<file path="config.mk">
export PLATFORM = sky130hd
export DESIGN_NAME = rx_fifo_tmo
export DESIGN_NICKNAME = d
export VERILOG_FILES = /design/src/rtl/rxq_pkg.sv /design/src/rtl/rxq_store.sv /design/src/rtl/rxq_timeout.sv /design/src/rtl/rxq_rdy.sv /design/src/rtl/rx_fifo_tmo.sv
export SDC_FILE = /design/constraint.sdc
export NUM_CORES = 1
export LEC_CHECK = 0
export BUFFER_PORTS_ARGS = -buffer_cell sky130_fd_sc_hd__buf_4
export CORE_MARGIN = 2
export CORE_UTILIZATION = 40
export DETAILED_ROUTE_END_ITERATION = 7
export PLACE_DENSITY = 0.66
export SYNTH_ARGS = -nofsm -noshare
export SYNTH_HDL_FRONTEND = slang
export SYNTH_HIERARCHICAL = 1
export SYNTH_SLANG_ARGS = --single-unit
</file>
<file path="constraint.sdc">
create_clock -name clk -period 3.6 [get_ports clk]
set_clock_uncertainty 0.15 [all_clocks]
set_input_delay 0.36 -clock clk [delete_from_list [all_inputs] [get_ports clk]]
set_output_delay 0.36 -clock clk [all_outputs]
set_load 0.01 [all_outputs]
</file>
<file path="src/rtl/rxq_pkg.sv">
package rxq_pkg;

    localparam int CHAR_W = 8;
    localparam int TO_W   = 6;
    localparam int LVL_W  = 8;

    typedef struct packed {
        logic              brk;
        logic              frm;
        logic              par;
        logic [CHAR_W-1:0] data;
    } rxq_entry_t;

    typedef enum logic [1:0] {
        TO_IDLE  = 2'd0,
        TO_RUN   = 2'd1,
        TO_FIRED = 2'd2
    } to_state_t;

    typedef enum logic {
        RDY_OFF = 1'b0,
        RDY_ON  = 1'b1
    } rdy_state_t;

    // Fill threshold for the trigger indication
    function automatic logic [LVL_W-1:0] trig_level(input logic [1:0] sel);
        logic [LVL_W-1:0] lvl;
        unique case (sel)
            2'b00:   lvl = LVL_W'(1);
            2'b01:   lvl = LVL_W'(4);
            2'b10:   lvl = LVL_W'(8);
            default: lvl = LVL_W'(14);
        endcase
        return lvl;
    endfunction

    // 4*(5+code)+12 = 32 + 4*code bit times
    function automatic logic [TO_W-1:0] timeout_ticks(input logic [1:0] wlen);
        return TO_W'(32) + TO_W'({wlen, 2'b00});
    endfunction

endpackage

</file>
<file path="src/rtl/rxq_store.sv">
module rxq_store
    import rxq_pkg::*;
#(
    parameter int DEPTH = 16,
    localparam int AW = (DEPTH > 1) ? $clog2(DEPTH) : 1,
    localparam int CW = $clog2(DEPTH + 1)
) (
    input  logic          clk,
    input  logic          rst_n,
    input  logic          push_i,
    input  rxq_entry_t    push_ent_i,
    input  logic          pop_i,
    input  logic          flush_i,
    input  logic          single_i,
    output rxq_entry_t    head_o,
    output logic [CW-1:0] count_o,
    output logic          full_o,
    output logic          accept_o,
    output logic          popped_o,
    output logic          reject_o
);

    rxq_entry_t      mem_q [DEPTH];
    logic [AW-1:0]   wr_ptr_q, rd_ptr_q;
    logic [CW-1:0]   count_q;
    logic [CW-1:0]   cap;

    function automatic logic [AW-1:0] ptr_inc(input logic [AW-1:0] p);
        return (p == AW'(DEPTH - 1)) ? '0 : p + AW'(1);
    endfunction

    assign cap      = single_i ? CW'(1) : CW'(DEPTH);
    assign full_o   = (count_q >= cap);
    assign accept_o = push_i && !full_o && !flush_i;
    assign reject_o = push_i && full_o && !flush_i;
    assign popped_o = pop_i && (count_q != '0) && !flush_i;

    always_ff @(posedge clk or negedge rst_n) begin
        if (!rst_n) begin
            for (int i = 0; i < DEPTH; i++) mem_q[i] <= '0;
        end else if (accept_o) begin
            mem_q[wr_ptr_q] <= push_ent_i;
        end
    end

    always_ff @(posedge clk or negedge rst_n) begin
        if (!rst_n) begin
            wr_ptr_q <= '0;
            rd_ptr_q <= '0;
            count_q  <= '0;
        end else if (flush_i) begin
            wr_ptr_q <= '0;
            rd_ptr_q <= '0;
            count_q  <= '0;
        end else begin
            if (accept_o) wr_ptr_q <= ptr_inc(wr_ptr_q);
            if (popped_o) rd_ptr_q <= ptr_inc(rd_ptr_q);
            count_q <= count_q + CW'(accept_o) - CW'(popped_o);
        end
    end

    assign count_o = count_q;
    assign head_o  = (count_q != '0) ? mem_q[rd_ptr_q] : '0;

    // a dropped push leaves the stored count unchanged
    p_full_hold_r4: assert property (@(posedge clk) disable iff (!rst_n)
        (push_i && full_o && !pop_i && !flush_i) |=> (count_o == $past(count_o)));

    // the queue can only leave the empty state through a push
    p_ready_rise_r2: assert property (@(posedge clk) disable iff (!rst_n)
        $rose(count_o != '0) |-> $past(push_i));

endmodule

</file>
<file path="src/rtl/rxq_timeout.sv">
module rxq_timeout
    import rxq_pkg::*;
(
    input  logic       clk,
    input  logic       rst_n,
    input  logic       enable_i,
    input  logic       nonempty_i,
    input  logic       restart_i,
    input  logic       flush_i,
    input  logic       tick_i,
    input  logic [1:0] wlen_i,
    output logic       timeout_o
);

    to_state_t       state_q, state_d;
    logic [TO_W-1:0] cnt_q, cnt_d;
    logic [TO_W-1:0] limit;

    assign limit = timeout_ticks(wlen_i);

    always_comb begin
        state_d = state_q;
        if (!enable_i || flush_i) begin
            state_d = TO_IDLE;
        end else begin
            unique case (state_q)
                TO_IDLE:  if (nonempty_i) state_d = TO_RUN;
                TO_RUN: begin
                    if (!nonempty_i)                              state_d = TO_IDLE;
                    else if (restart_i)                           state_d = TO_RUN;
                    else if (tick_i && cnt_q == limit - TO_W'(1)) state_d = TO_FIRED;
                end
                TO_FIRED: begin
                    if (!nonempty_i)    state_d = TO_IDLE;
                    else if (restart_i) state_d = TO_RUN;
                end
                default: state_d = TO_IDLE;
            endcase
        end
    end

    always_comb begin
        if (state_d == TO_RUN && state_q == TO_RUN && !restart_i)
            cnt_d = cnt_q + TO_W'(tick_i);
        else
            cnt_d = '0;
    end

    always_ff @(posedge clk or negedge rst_n) begin
        if (!rst_n) begin
            state_q <= TO_IDLE;
            cnt_q   <= '0;
        end else begin
            state_q <= state_d;
            cnt_q   <= cnt_d;
        end
    end

    always_comb begin
        timeout_o = (state_q == TO_FIRED);
    end

    // an expired timeout never coexists with an empty queue
    p_to_data_r7: assert property (@(posedge clk) disable iff (!rst_n)
        timeout_o |-> nonempty_i);

    // a restart always drops the timeout
    p_to_restart_r7: assert property (@(posedge clk) disable iff (!rst_n)
        restart_i |=> !timeout_o);

endmodule

</file>
<file path="src/rtl/rxq_rdy.sv">
module rxq_rdy
    import rxq_pkg::*;
(
    input  logic clk,
    input  logic rst_n,
    input  logic mode1_i,
    input  logic nonempty_i,
    input  logic trig_i,
    input  logic timeout_i,
    output logic rxrdy_n_o
);

    rdy_state_t state_q, state_d;
    logic       go;

    assign go = mode1_i ? (trig_i || timeout_i) : nonempty_i;

    always_comb begin
        state_d = state_q;
        unique case (state_q)
            RDY_OFF: if (go)          state_d = RDY_ON;
            RDY_ON:  if (!nonempty_i) state_d = RDY_OFF;
            default: state_d = RDY_OFF;
        endcase
    end

    always_ff @(posedge clk or negedge rst_n) begin
        if (!rst_n) state_q <= RDY_OFF;
        else        state_q <= state_d;
    end

    always_comb begin
        rxrdy_n_o = (state_q != RDY_ON);
    end

    // in mode 0 stored data drives the strobe low one cycle later
    p_rdy_mode0_r9: assert property (@(posedge clk) disable iff (!rst_n)
        (!mode1_i && nonempty_i) |=> !rxrdy_n_o);

    // two empty cycles always leave the strobe inactive
    p_rdy_empty_r10: assert property (@(posedge clk) disable iff (!rst_n)
        (!nonempty_i && $past(!nonempty_i)) |-> rxrdy_n_o);

endmodule

</file>
<file path="src/rtl/rx_fifo_tmo.sv">
module rx_fifo_tmo
    import rxq_pkg::*;
#(
    parameter int DEPTH = 16,
    localparam int CW = $clog2(DEPTH + 1)
) (
    input  logic              clk,
    input  logic              rst_n,
    input  logic              push_i,
    input  logic [CHAR_W-1:0] push_data_i,
    input  logic              push_par_err_i,
    input  logic              push_frm_err_i,
    input  logic              push_brk_i,
    input  logic              stop_mid_i,
    input  logic              bit_tick_i,
    input  logic              rd_data_i,
    input  logic              rd_lsr_i,
    input  logic              fifo_en_i,
    input  logic              fifo_clr_i,
    input  logic [1:0]        trig_sel_i,
    input  logic              dma_mode_i,
    input  logic [1:0]        wlen_i,
    output logic [CHAR_W-1:0] head_data_o,
    output logic              head_par_err_o,
    output logic              head_frm_err_o,
    output logic              head_brk_o,
    output logic              data_ready_o,
    output logic              overrun_o,
    output logic              fifo_err_o,
    output logic              trig_hit_o,
    output logic              timeout_o,
    output logic              rxrdy_n_o
);

    rxq_entry_t       push_ent, head;
    logic [CW-1:0]    count;
    logic             full, accept, popped, reject;
    logic             en_q, flush;
    logic [LVL_W-1:0] level;
    logic             ovr_q, ferr_q;
    logic [CW-1:0]    err_cnt_q, err_cnt_d;
    logic             err_in, err_out;

    // A flush comes from the clear pulse or from any change of queue mode
    assign flush = fifo_clr_i || (fifo_en_i != en_q);

    always_ff @(posedge clk or negedge rst_n) begin
        if (!rst_n) en_q <= 1'b0;
        else        en_q <= fifo_en_i;
    end

    assign push_ent = '{brk: push_brk_i, frm: push_frm_err_i,
                        par: push_par_err_i, data: push_data_i};

    rxq_store #(.DEPTH(DEPTH)) u_store (
        .clk        (clk),
        .rst_n      (rst_n),
        .push_i     (push_i),
        .push_ent_i (push_ent),
        .pop_i      (rd_data_i),
        .flush_i    (flush),
        .single_i   (!fifo_en_i),
        .head_o     (head),
        .count_o    (count),
        .full_o     (full),
        .accept_o   (accept),
        .popped_o   (popped),
        .reject_o   (reject)
    );

    assign head_data_o    = head.data;
    assign head_par_err_o = head.par;
    assign head_frm_err_o = head.frm;
    assign head_brk_o     = head.brk;
    assign data_ready_o   = (count != '0);

    assign level      = fifo_en_i ? trig_level(trig_sel_i) : LVL_W'(1);
    assign trig_hit_o = (LVL_W'(count) >= level);

    // Overrun: set by a dropped push, cleared by a status read
    always_ff @(posedge clk or negedge rst_n) begin
        if (!rst_n)        ovr_q <= 1'b0;
        else if (reject)   ovr_q <= 1'b1;
        else if (rd_lsr_i) ovr_q <= 1'b0;
    end
    assign overrun_o = ovr_q;

    // Count of stored entries carrying any flag
    assign err_in  = accept && (push_par_err_i || push_frm_err_i || push_brk_i);
    assign err_out = popped && (head.par || head.frm || head.brk);

    always_comb begin
        if (flush) err_cnt_d = '0;
        else       err_cnt_d = err_cnt_q + CW'(err_in) - CW'(err_out);
    end

    always_ff @(posedge clk or negedge rst_n) begin
        if (!rst_n) begin
            err_cnt_q <= '0;
            ferr_q    <= 1'b0;
        end else begin
            err_cnt_q <= err_cnt_d;
            if (!fifo_en_i || flush)                    ferr_q <= 1'b0;
            else if (err_in)                            ferr_q <= 1'b1;
            else if (rd_lsr_i || err_cnt_d == '0)       ferr_q <= 1'b0;
        end
    end
    assign fifo_err_o = ferr_q;

    rxq_timeout u_timeout (
        .clk        (clk),
        .rst_n      (rst_n),
        .enable_i   (fifo_en_i),
        .nonempty_i (data_ready_o),
        .restart_i  (stop_mid_i || rd_data_i),
        .flush_i    (flush),
        .tick_i     (bit_tick_i),
        .wlen_i     (wlen_i),
        .timeout_o  (timeout_o)
    );

    rxq_rdy u_rdy (
        .clk        (clk),
        .rst_n      (rst_n),
        .mode1_i    (fifo_en_i && dma_mode_i),
        .nonempty_i (data_ready_o),
        .trig_i     (trig_hit_o),
        .timeout_i  (timeout_o),
        .rxrdy_n_o  (rxrdy_n_o)
    );

    // a push into a full queue raises overrun on the next cycle
    p_overrun_set_r4: assert property (@(posedge clk) disable iff (!rst_n)
        (push_i && full && !flush) |=> overrun_o);

    // a status read without a new drop clears overrun
    p_overrun_clr_r4: assert property (@(posedge clk) disable iff (!rst_n)
        (rd_lsr_i && !(push_i && full && !flush)) |=> !overrun_o);

    // the trigger never reports with nothing stored
    p_trig_data_r1: assert property (@(posedge clk) disable iff (!rst_n)
        trig_hit_o |-> data_ready_o);

    // the error summary needs queue mode
    p_ferr_mode_r11: assert property (@(posedge clk) disable iff (!rst_n)
        (!fifo_en_i && !$past(fifo_en_i)) |-> !fifo_err_o);

endmodule

</file>
After elaboration in Yosys (flattened, before gate mapping)
Cells that the tools add are included.

Register bits: 206. Input port bits: 25. Output and inout bits: 17. Logic and storage cells: 170.

$add $sub $neg: 9. $lt $le $gt $ge: 5. Eq/ne operators: 9. Muxes and demuxes: 36. Bitwise operators: 3. Reductions and logical operators: 34.

Operator list (count): $bwmux W176 (1); $bmux W11 S4 (1); $demux W11 S4 (1); $mux W11 (4); $mux W4 (6); $mux W5 (3); $mux W2 (7); $logic_and A1 B1 Y1 (13); $pmux W4 S3 (1); $add A5 B1 Y5 (2); $ge A5 B5 Y1 const B (2); $not A4 Y5 (2); $sub A5 B1 Y5 (2); $logic_or A1 B1 Y1 (9); $add A4 B1 Y4 const B (2); $eq A4 B4 Y1 const B (2); $ge A5 B8 Y1 (1); $mux W1 (8); $mux W8 (1); $add A6 B1 Y6 (1); $add A6 B4 Y6 const A (1); $eq A2 B1 Y1 const B (3); $eq A6 B6 Y1 (1); $mux W6 (1); other kinds (14) (21).

Depth between registers and ports, before layout
Depth after elaboration: 15. Mapped depth: 17.

Hierarchy
Netlist, hierarchy kept.

By module, submodules not included: rxq_store (instances 1, cells an instance 609, area each 9016.1 µm², seq. area each 4729.5 µm²); rx_fifo_tmo (instances 1, cells an instance 66, area each 618.1 µm², seq. area each 200.2 µm²); rxq_timeout (instances 1, cells an instance 48, area each 491.7 µm², seq. area each 200.2 µm²); rxq_rdy (instances 1, cells an instance 6, area each 52.6 µm², seq. area each 25.0 µm²).

Worst setup path before layout
No wires, ideal clock.

Kind: register to register. Start: reg u_store.count_q[2] (netlist: u_store/count_o[2]). End: reg ferr_q (netlist: fifo_err_o). Setup time: 111 ps. Data arrival time: 3745 ps. Required time: 3339 ps. Setup slack: -407 ps. Stages on the path, launching flop included: 18. Cell sequence: dfrtp_1 inv_1 ha_1 or4b_2 clkbuf_1 nand2_1 buf_2 o22ai_1 o31a_1 ha_1 inv_1 ha_1 inv_1 fa_1 nand2b_1 a21oi_1 xnor2_1 a2111oi_2.

RTL lines: from (decl) (RTL line rxq_store.sv:25) `logic [CW-1:0] count_q;`; from (signal assigned) (RTL line rxq_store.sv:58) `count_q <= count_q + CW'(accept_o) - CW'(popped_o);`; $reduce_bool A5 Y1 (RTL line rxq_store.sv:63) `assign head_o = (count_q != '0) ? mem_q[rd_ptr_q] : '0;`; $mux W11 (RTL line rxq_store.sv:63); net head_frm_err_o (RTL line rx_fifo_tmo.sv:25) `output logic head_frm_err_o,`; $logic_or A1 B1 Y1 (2 in series) (RTL line rx_fifo_tmo.sv:90) `assign err_out = popped && (head.par || head.frm || head.brk);`; $logic_and A1 B1 Y1 (RTL line rx_fifo_tmo.sv:90); $sub A5 B1 Y5 (RTL line rx_fifo_tmo.sv:94) `else err_cnt_d = err_cnt_q + CW'(err_in) - CW'(err_out);`; $mux W5 (RTL line rx_fifo_tmo.sv:93) `if (flush) err_cnt_d = '0;`; $logic_not A5 Y1 (RTL line rx_fifo_tmo.sv:105) `else if (rd_lsr_i || err_cnt_d == '0) ferr_q <= 1'b0;`; $logic_or A1 B1 Y1 (RTL line rx_fifo_tmo.sv:105); $reduce_bool A3 Y1 (no source line); to (signal assigned) (RTL line rx_fifo_tmo.sv:103) `if (!fifo_en_i || flush) ferr_q <= 1'b0;`; to (signal assigned) (RTL line rx_fifo_tmo.sv:104) `else if (err_in) ferr_q <= 1'b1;`; to (signal assigned) (RTL line rx_fifo_tmo.sv:105); to (decl) (RTL line rx_fifo_tmo.sv:40) `logic ovr_q, ferr_q;`.

The timed path passes the listed nets, and every way through them passes these cells. A chain may end at the register's enable or synchronous reset.

Worst setup path after layout
Start: reg u_store.rd_ptr_q[0]. End: reg ferr_q (netlist: fifo_err_o).

Longest elaborated chain between the ends: 13.

Ends and longest elaborated chain: from (decl) (RTL line rxq_store.sv:24) `logic [AW-1:0] wr_ptr_q, rd_ptr_q;`; from (signal assigned) (RTL line rxq_store.sv:57) `if (popped_o) rd_ptr_q <= ptr_inc(rd_ptr_q);`; $not A4 Y5 (implied by the code) (*) (RTL line rxq_store.sv:63); $bmux W11 S4 (*) (RTL line rxq_store.sv:63); $mux W11 (implied by the code) (*) (2 in series) (RTL line rxq_store.sv:63); $mux W11 (*) (RTL line rxq_store.sv:63); $logic_or A1 B1 Y1 (RTL line rx_fifo_tmo.sv:90); $logic_or A1 B1 Y1 (*) (RTL line rx_fifo_tmo.sv:90); $logic_and A1 B1 Y1 (*) (RTL line rx_fifo_tmo.sv:90); $sub A5 B1 Y5 (*) (RTL line rx_fifo_tmo.sv:94); $mux W5 (*) (RTL line rx_fifo_tmo.sv:93); $logic_not A5 Y1 (*) (RTL line rx_fifo_tmo.sv:105); $logic_or A1 B1 Y1 (*) (RTL line rx_fifo_tmo.sv:105); $reduce_bool A3 Y1 (no source line) (*).

Mark *: on every way between the ends. The rest lies on a longest branch, timed or not. The select of a mux whose other input is x is not followed.

==> metrics.txt <==
# TYPE chip_impl_metric gauge
chip_impl_metric{name="slew-limit-headroom",unit=""} 0.483
chip_impl_metric{name="numPlacedInstances",unit=""} 1098
chip_impl_metric{name="globalRouteTotalUtil",unit=""} 0.172
chip_impl_metric{name="critPathMaxFanout",unit=""} 7
chip_impl_metric{name="drv.max_cap_violation_count",unit=""} 0
chip_impl_info{name="violations",value="negative setup slack"} 1
chip_impl_metric{name="clk_lat_worst_skew",unit="ps"} 520
chip_impl_metric{name="wl_per_cell",unit="um"} 19.1
chip_impl_metric{name="core-area",unit="sq um"} 25100
chip_impl_metric{name="route.detailed.vias_per_inst",unit=""} 5.28
chip_impl_metric{name="synth-edff-count",unit=""} 0
chip_impl_info{name="setup.worst_path.class",value="reg2reg"} 1
chip_impl_metric{name="post_detailed_route_count_of_antenna_violating_nets",unit=""} 0
chip_impl_metric{name="antenna_cells_inserted",unit=""} 0
chip_impl_metric{name="gpl.final_weighted_congestion",unit=""} 0.762
chip_impl_info{name="worst_setup_path_startpoint",value="u_store/rd_ptr_q[0]"} 1
chip_impl_info{name="critical-path-top-cell-by-count",value="sky130_fd_sc_hd__inv_2"} 1
chip_impl_metric{name="power.ir.vdd_worst",unit="uV"} 320
chip_impl_metric{name="fp.dieH",unit="um"} 164
chip_impl_metric{name="max-clock-path-buffers",unit=""} 3
chip_impl_metric{name="synthesis.nets",unit=""} 783
chip_impl_metric{name="final-setup-viol-count",unit=""} 1
chip_impl_metric{name="finalCritPeriodShare",unit=""} 1.01
chip_impl_info{name="layout_commonest_cell",value="sky130_fd_sc_hd__dfrtp_1"} 1
chip_impl_info{name="clock_tree_from_tritoncts",value="built"} 1
chip_impl_info{name="min-delay-path-class",value="in2reg"} 1
chip_impl_metric{name="initial_core_util",unit=""} 0.405
chip_impl_metric{name="design.die.area",unit="sq um"} 26700
chip_impl_metric{name="postSynthCellCount",unit=""} 729
chip_impl_metric{name="max_clock_freq",unit="MHz"} 276
chip_impl_metric{name="ys_warn_count",unit=""} 6
chip_impl_metric{name="worst_setup_hold_path_clk_slew",unit="ps"} 50
chip_impl_metric{name="dp.final_hpwl",unit="um"} 14300
chip_impl_metric{name="vias_in_the_first_global_route",unit=""} 6364
chip_impl_info{name="clock_tree.root_cell",value="sky130_fd_sc_hd__clkbuf_16"} 1
chip_impl_info{name="critical_path.cell_chain",value="buf_12 > mux4_2 > mux2i_4 > o22ai_2 > o31a_1 > ha_1 > inv_2 > ha_4 > inv_2 > fa_2 > nand2b_4 > a21oi_4 > xnor2_2 > a2111oi_2"} 1
chip_impl_metric{name="finalHoldWorstSlack",unit="ps"} 11.2
chip_impl_metric{name="synth_seq_cells",unit=""} 206
chip_impl_info{name="final_cell_mix",value="sky130_fd_sc_hd__dfrtp_1 (204), sky130_fd_sc_hd__buf_4 (92), sky130_fd_sc_hd__mux2_1 (90)"} 1
chip_impl_metric{name="worst_pin_slew",unit="ps"} 775
chip_impl_metric{name="design.final.nets",unit=""} 859
chip_impl_info{name="timing.rr.start",value="u_store/rd_ptr_q[0]"} 1
chip_impl_metric{name="postSynth.asyncResetShare",unit=""} 1.00
chip_impl_metric{name="synthesis.area",unit="sq um"} 10200
chip_impl_metric{name="utilization_after_layout",unit=""} 0.475
chip_impl_info{name="critPathSlowestCell",value="sky130_fd_sc_hd__mux4_2"} 1
chip_impl_metric{name="drtIter0Drc",unit=""} 337
chip_impl_metric{name="layout-drive-gt1-share",unit=""} 0.357
chip_impl_metric{name="worst_ep_required_time",unit="ps"} 3860
chip_impl_metric{name="worst_slack",unit="ps"} -22.3
chip_impl_info{name="unrepaired_setup_endpoints_after_global_routing",value="yes"} 1
chip_impl_info{name="synth_flop_cell",value="sky130_fd_sc_hd__dfrtp_1"} 1
chip_impl_info{name="status",value="finished with violations"} 1
chip_impl_metric{name="clock_sinks",unit=""} 206
chip_impl_metric{name="slew_violations",unit=""} 0
chip_impl_metric{name="io_pins",unit=""} 42
chip_impl_metric{name="pin_count_of_the_biggest_net_entering_global_routing",unit=""} 94
chip_impl_metric{name="avgSynthCellArea",unit="sq um"} 14.0
chip_impl_metric{name="placement_row_count",unit=""} 58
chip_impl_metric{name="fp.dieW",unit="um"} 164
chip_impl_metric{name="area_growth_syn_to_layout",unit="%"} 17.2
chip_impl_info{name="timing.critical_path.to_type",value="flop"} 1
chip_impl_metric{name="seq_area_frac_synth",unit=""} 0.506
chip_impl_metric{name="vias",unit=""} 6077
chip_impl_metric{name="drt_pass1_iterations",unit=""} 4
chip_impl_metric{name="place.port_buffers",unit=""} 41
chip_impl_metric{name="post_layout_power",unit="W"} 0.00507
chip_impl_info{name="min-delay-start",value="push_i"} 1
chip_impl_metric{name="layout.cells.non_filler",unit=""} 1151
chip_impl_metric{name="drt_wl_total",unit="um"} 21900
chip_impl_metric{name="clock_tree.htree_level_count",unit=""} 1
chip_impl_metric{name="report.final.hold_viol_count",unit=""} 0
chip_impl_metric{name="worstPathArrival",unit="ps"} 3880
chip_impl_metric{name="cts-buffers-inserted",unit=""} 23
chip_impl_metric{name="timing.final.crit_period",unit="ps"} 3620
chip_impl_metric{name="p_leak",unit="nW"} 5.63
chip_impl_metric{name="first_pass_grt_wire_length",unit="um"} 35800
chip_impl_metric{name="synth.distinct_cells",unit=""} 57
chip_impl_metric{name="max_stage_delay",unit="ps"} 520
chip_impl_metric{name="power.density_cell_area",unit="nW/um^2"} 425
chip_impl_info{name="crit_path_start_kind",value="flop"} 1
chip_impl_metric{name="number_of_antenna_violations_at_the_first_check_in_global_routing",unit=""} 0
chip_impl_metric{name="remaining_drc_errors",unit=""} 0
chip_impl_metric{name="grt_overflow",unit=""} 0
==> cell families (layout without fill, tap and decap cells) <==
logic type,count (synthesis),count (layout),synth area share
multiplexers,243,243,0.315
flip-flops,206,206,0.506
AND/OR/NAND/NOR,110,110,0.0573
buffers and inverters,77,169,0.0356
AO/OA/AOI/OAI,49,49,0.0359
adder cells (fa/ha/maj),29,29,0.0371
XOR/XNOR,15,15,0.0129
==> metrics by stage <==
step                setup slack (ps)  instance area (sq um)  setup TNS (ps)
CTS                             5.77                  11800               0
finish                         -22.3                  11900           -22.3
global placement                6.07                  11100               0
detailed placement             -34.3                  11100           -34.3
global route                    -187                  11900            -230
floorplan                      -59.1                  10300           -59.1
==> repair_timing <==
item / 4_1_cts / 5_1_grt
setup endpoints to repair: 1 / 2
buffers inserted: 3 / 5
gates resized for setup: 1 / 15
hold endpoints to repair: 93 / 0
pin swaps: 0 / 9
hold buffers: 4 / 0
cloned: 0 / 0
==> report_power, final <==
group | leakage [nW] | switching [W] | internal, W | total [W]
Clock | 0.340 | 0.000930 | 0.00126 | 0.00219
Sequential | 2.84 | 0.0000389 | 0.00239 | 0.00243
Combinational | 2.45 | 0.000234 | 0.000216 | 0.000451
Total | 5.63 | 0.00120 | 0.00386 | 0.00507
==> worst max-delay path: cells and delay by family (launching register included) <==
kind,cells,cell delay (ps)
multiplexers,2,700
AND/OR/NAND/NOR,1,160
adder cells (fa/ha/maj),3,790
flip-flops,1,450
XOR/XNOR,1,100
buffers and inverters,3,240
AO/OA/AOI/OAI,4,920
==> flip-flops by register name (all words and copies together) (netlist names) <==
signal	count
en_q	1
u_timeout/cnt_q	6
overrun_o	1
u_store/count_o	5
fifo_err_o	1
u_store/wr_ptr_q	4
u_store/mem_q	176
u_timeout/state_q	2
u_rdy/state_q	1
err_cnt_q	5
u_store/rd_ptr_q	4
==> routing by layer <==
layer | share of wire | GRT usage
met4 | 0.012 | 0.0331
met2 | 0.48 | 0.279
met1 | 0.46 | 0.249
met3 | 0.042 | 0.0239
met5 | 0 | 0
==> final timing paths <==
kind / endpoint / slack (ps) / cells after the start
worst max-delay path: fifo_err_o / -20 / 14
worst min-delay path: u_store/wr_ptr_q[1] / 10 / 3
worst max register to register: fifo_err_o / -20 / 14
worst min register to register: u_store/mem_q[22] / 330 / 1
max in group asynchronous: u_store/mem_q[127] / 1950 / 3
min in group asynchronous: u_store/wr_ptr_q[2] / 300 / 2
==> area by class of cell <==
class                      count  area [sq um]
clock buffer                  37           658
clock inverter                 4          35.0
timing repair buffer          99           779
sequential                   206          5160
tap                          330           413
fill                        2250         13200
multi-input combinational    446          4780
inverter                      29           109
==> Yosys cell counts, types with 2 or more instances <==
| library cell | number | area [sq um] |
|---|---|---|
| sky130_fd_sc_hd__mux4_2 | 44 | 991 |
| sky130_fd_sc_hd__buf_2 | 14 | 70.1 |
| sky130_fd_sc_hd__nor2b_1 | 3 | 18.8 |
| sky130_fd_sc_hd__nand2b_1 | 7 | 43.8 |
| sky130_fd_sc_hd__nand3b_1 | 3 | 22.5 |
| sky130_fd_sc_hd__and4bb_2 | 2 | 25.0 |
| sky130_fd_sc_hd__or3_1 | 5 | 31.3 |
| sky130_fd_sc_hd__mux2_1 | 90 | 1010 |
| sky130_fd_sc_hd__o21bai_1 | 2 | 15.0 |
| sky130_fd_sc_hd__o22ai_1 | 11 | 68.8 |
| sky130_fd_sc_hd__fa_1 | 2 | 40.0 |
| sky130_fd_sc_hd__nand2_1 | 25 | 93.8 |
| sky130_fd_sc_hd__o21ai_1 | 2 | 10.0 |
| sky130_fd_sc_hd__dfrtp_1 | 206 | 5150 |
| sky130_fd_sc_hd__a21o_1 | 5 | 37.5 |
| sky130_fd_sc_hd__mux2i_1 | 23 | 230 |
| sky130_fd_sc_hd__o21ai_0 | 6 | 30.0 |
| sky130_fd_sc_hd__nor2_1 | 38 | 143 |
| sky130_fd_sc_hd__clkbuf_1 | 17 | 63.8 |
| sky130_fd_sc_hd__xnor2_1 | 9 | 78.8 |
| sky130_fd_sc_hd__xor2_1 | 6 | 52.6 |
| sky130_fd_sc_hd__mux2_2 | 86 | 968 |
| sky130_fd_sc_hd__nand3_1 | 10 | 50.1 |
| sky130_fd_sc_hd__a21oi_1 | 12 | 60.1 |
| sky130_fd_sc_hd__buf_4 | 13 | 97.6 |
| sky130_fd_sc_hd__buf_1 | 3 | 11.3 |
| sky130_fd_sc_hd__ha_1 | 27 | 338 |
| sky130_fd_sc_hd__inv_1 | 29 | 109 |
(Power assumes the default switching activity.)
